===== config.mk =====
export PLATFORM = sky130hd
export DESIGN_NAME = gated_timer
export DESIGN_NICKNAME = d
export VERILOG_FILES = /design/src/rtl/gated_timer.sv
export SDC_FILE = /design/constraint.sdc
export NUM_CORES = 1
export LEC_CHECK = 0
export CORE_MARGIN = 3
export CORE_UTILIZATION = 49
export CTS_CLUSTER_DIAMETER = 150
export DETAILED_ROUTE_END_ITERATION = 8
export GPL_ROUTABILITY_DRIVEN = 0
export HOLD_SLACK_MARGIN = 0.03
export PLACE_DENSITY = 0.85
export SLEW_MARGIN = 20
export SYNTH_ARGS = -nofsm -noshare
export SYNTH_HDL_FRONTEND = slang
export SYNTH_SLANG_ARGS = --single-unit

===== constraint.sdc =====
create_clock -name clk -period 6.53 [get_ports clk]
set_input_delay 0.653 -clock clk [delete_from_list [all_inputs] [get_ports clk]]
set_output_delay 0.653 -clock clk [all_outputs]
set_load 0.005 [all_outputs]

===== src/rtl/gated_timer.sv =====
module gated_timer #(
  parameter int CNT_W = 16,
  parameter int PS_W  = 2
) (
  input  logic             clk,
  input  logic             rst_n,
  input  logic             tmr_src,
  input  logic [PS_W-1:0]  ps_sel,
  input  logic             tmr_on,
  input  logic             gate_sel,
  input  logic             sync_en,
  input  logic             gate_hi,
  input  logic             gate_pin,
  input  logic             cmp2_out,
  input  logic             cnt_wr,
  input  logic [CNT_W-1:0] cnt_wdata,
  input  logic             ovf_clr,
  output logic [CNT_W-1:0] count,
  output logic             ovf
);
  localparam int PC_W = (1 << PS_W) - 1;

  logic            src_q, src_qq;
  logic [PC_W-1:0] pcnt;
  logic            pclk, pclk_q;
  logic            cmp_lat;
  logic            gate_raw, step;

  wire src_rise  = src_q & ~src_qq;
  wire pclk_rise = pclk & ~pclk_q;
  wire pclk_fall = ~pclk & pclk_q;

  assign pclk     = (ps_sel == '0) ? src_q : pcnt[ps_sel - 1'b1];
  assign gate_raw = gate_sel ? (sync_en ? cmp_lat : cmp2_out) : gate_pin;
  assign step     = tmr_on & (gate_raw == gate_hi) & pclk_rise;

  always_ff @(posedge clk) begin
    if (!rst_n) begin
      src_q  <= 1'b0;
      src_qq <= 1'b0;
      pclk_q <= 1'b0;
    end else begin
      src_q  <= tmr_src;
      src_qq <= src_q;
      pclk_q <= pclk;
    end
  end

  always_ff @(posedge clk) begin
    if (!rst_n)        pcnt <= '0;
    else if (cnt_wr)   pcnt <= '0;
    else if (src_rise) pcnt <= pcnt + 1'b1;
  end

  always_ff @(posedge clk) begin
    if (!rst_n)                  cmp_lat <= 1'b0;
    else if (cnt_wr | pclk_fall) cmp_lat <= cmp2_out;
  end

  always_ff @(posedge clk) begin
    if (!rst_n)      count <= '0;
    else if (cnt_wr) count <= cnt_wdata;
    else if (step)   count <= count + 1'b1;
  end

  always_ff @(posedge clk) begin
    if (!rst_n)                             ovf <= 1'b0;
    else if (step && !cnt_wr && &count)     ovf <= 1'b1;
    else if (ovf_clr)                       ovf <= 1'b0;
  end
endmodule


==> metrics <==
FFs w/ async S/R, synth=0%; post-route ant nets=0; CTS clk-pin slew, worst paths=0.14 ns; Std-Cell Rows=18; core area=2590 sq um; Antenna Cells=0; CTS Hold Bufs=0; number of synthesis warnings=0; multi-input logic area=846 sq um; depth of the worst register-to-register path=4; max cap viols=0; port bufs=45; first-pass GRT wire length=roughly 5.7 mm; setup TNS after final layout=0 ns; number of synthesized flops with an enable pin=0; GRT overflow=0; clock latency at the later pin of the worst-skew pair=approximately 0.33 ns; Netlist Area Pre-Place=1390 sq um; Worst Skew=0.00433 ns; largest net degree at the start of global routing=30; CTS Buf Count=3; r2r endpoint=count[11]$_SDFFE_PN0P_; Bufs and invs on worst path=2; Required @ worst endpoint=6.78 ns; Initial Util=53.7%; Crit Path Max Fanout=10; final worst-path cycle share=45.7%; CP endpoint=count[11]$_SDFFE_PN0P_; final setup violation count=0; leakage=between 0.6 and 0.7 nW; final core occ=72.9%; Hold Violations, Final=0; total I/O pin count=46; root buffer cell=clkbuf_4; Routed WL=between 3 and 4 mm; die width=59.3 microns; initial antenna violation count=0; CP max stage delay=0.54 ns; post-CTS setup repair buffer count=0; Syn Nets=188; number of cells on the critical path=8; Critical-path top delay cell=a2111oi_4; RR Startpoint=pclk_q$_SDFF_PN0_; gr usage total=21.5%; FF+latch area=480 sq um; Max VDD drop=~150 uV; post-synthesis register bit count=24; Top delay family on crit path=compound AO/OA/AOI/OAI gates; DRC violations left=0; Clock Sinks=24; CTS max path bufs=2; CP startpoint kind=input port; Netlist cell types=40; vias per std cell=5.80; headroom to the max-slew limit=about half; CTS resizes=0; Slew Viols, Final=0; Layout Area Growth over Synthesis=35.9%; CP Capture Type=register; fin crit period=about 3.0 ns; sequential area share after synthesis=about a third; DIE HEIGHT=59.3 microns; status=finished, final reports clean; Vias=between 1000 and 1500; CTS tree=yes; fmax=0.335 GHz; Most used DFF post-synth=dfxtp_1; CP Launch Point=ps_sel[0]; critical-path cell list=clkdlybuf4s50_1 -> inv_1 -> ha_1 -> mux2i_1 -> o311a_1 -> a2111oi_4 -> mux2_2 -> a211oi_1; WS Path Type=in -> reg; pre-CTS WS=3.21 ns; drt wl/cell=15.6 microns; Post-Synthesis Cells=156; Crit path arrival time=3.24 ns; worst hold slack=0.502 ns; DIE AREA=about 3500 sq um; setup ws final=roughly 3.5 ns; RSZ-0062 raised after global routing=false; PD cells=180 nW/um^2; number of iterations in the first detailed-routing pass=4; Layout Nets=229; layout cell share with drive strength beyond 1=between 8 and 9%; syn avg cell area=between 8 and 9 sq um; CTS H-tree lvls=1; fillcell total=216; hpwl dp=2.55 mm; Min-Delay Path Class=reg -> reg; initial drt markers=between 40 and 50; worst slew pin tran=roughly 0.76 ns; number of global-route vias before repair=1305; dpl cell area=1840 sq um; Reg2Reg Setup Slack=4.34 ns; Non-Filler Cell Area, Final=1890 sq um
-- sequential cells by signal, indices dropped and copies added, names as in the netlist --
| name | cells |
|---|---|
| count | 16 |
| pcnt | 3 |
| cmp_lat | 1 |
| ovf | 1 |
| pclk_q | 1 |
| src_q | 1 |
| src_qq | 1 |
-- metrics by stage --
stage                     instances  power [mW]
after floorplan                 156       0.196
after global placement          222       0.229
after detailed placement        222       0.232
after CTS                       226       0.344
after global routing            226       0.355
final                           226       0.341
-- tightest hold or removal path, cell delays in order, from the launching register on --
cell and delay (ns):
dfxtp_1 0.34, nand2b_1 0.06, a21boi_0 0.07
-- cells in the final DEF (no fill, tap or decap), types with 2 or more instances in the layout --
cell / Yosys / routed
nand2b_1: 2 / 2
mux2_2: 2 / 2
nand2_1: 7 / 7
inv_1: 6 / 6
and3_1: 4 / 4
a311oi_1: 2 / 2
ha_1: 3 / 3
nand4_1: 3 / 3
a2111oi_1: 2 / 2
clkdlybuf4s50_1: 0 / 45
nor2_1: 8 / 8
xnor2_1: 6 / 6
and4_1: 2 / 2
xor2_1: 3 / 3
nor2b_1: 4 / 4
and2_1: 2 / 2
o21ai_0: 15 / 15
or2_2: 3 / 3
a31oi_1: 2 / 2
a2111oi_4: 2 / 2
a21oi_1: 9 / 9
clkbuf_4: 0 / 3
nor3_1: 5 / 5
nand3_1: 6 / 6
dfxtp_1: 24 / 24
a211oi_1: 5 / 5
mux2i_1: 8 / 8
-- area by class of cell --
class | count | area share (%)
timing repair buffer | 45 | 23.8
sequential | 24 | 25.4
clock inverter | 1 | 1.59
tap | 30 | 1.99
clock buffer | 3 | 1.19
inverter | 6 | 1.19
multi-input combinational | 117 | 44.8
-- power by group --
group	internal, mW	switching, mW	leakage [nW]
registers	0.154	0.00891	0.198
clock network	0.0622	0.0491	0.0279
logic	0.0398	0.0262	0.442
-- routing by layer --
metal / wire (microns) / track usage, % / vias to the layer above
li1: - / - / 655
met4: 68 / 10.4 / 0
met3: 229 / 4.36 / 7
met2: 1700 / 36.0 / 49
met1: 1530 / 25.9 / 600
met5: 0 / 0 / -
-- kinds of logic after synthesis --
| group | Yosys count | share of synthesized area [%] |
|---|---|---|
| mux | 11 | 8.37 |
| buf+inv | 15 | 4.59 |
| flops | 24 | 34.6 |
| simple gates | 52 | 22.1 |
| compound gates | 42 | 22.1 |
| fa+ha+maj | 3 | 2.70 |
| xor+xnor | 9 | 5.67 |
-- worst min path at each step --
stage	start	depth (start not counted)	end	slack, ns
final	ovf$_SDFFE_PN0P_	2	ovf$_SDFFE_PN0P_	0.50
after global routing	ovf$_SDFFE_PN0P_	2	ovf$_SDFFE_PN0P_	0.53
after CTS	ovf$_SDFFE_PN0P_	2	ovf$_SDFFE_PN0P_	0.51
after detailed placement	ovf$_SDFFE_PN0P_	2	ovf$_SDFFE_PN0P_	0.49
after global placement	src_q$_SDFF_PN0_	1	src_qq$_SDFF_PN0_	0.47
after floorplan	src_q$_SDFF_PN0_	1	src_qq$_SDFF_PN0_	0.44
-- synth_stat cells (all sizes together) (4+ instances only) --
| cell | instances | share of area, % |
|---|---|---|
| nand2 | 7 | 1.9 |
| nor2 | 8 | 2.2 |
| mux2i | 9 | 6.8 |
| a21oi | 9 | 3.2 |
| xnor2 | 6 | 3.8 |
| nor3 | 6 | 2.5 |
| nor2b | 4 | 1.8 |
| a211oi | 5 | 2.7 |
| inv | 6 | 1.6 |
| nand3 | 6 | 2.2 |
| dfxtp | 24 | 35 |
| o21ai | 15 | 5.4 |
| clkbuf | 7 | 1.9 |
| a2111oi | 4 | 5.4 |
| and3 | 4 | 1.8 |
(Power assumes the default switching activity.)
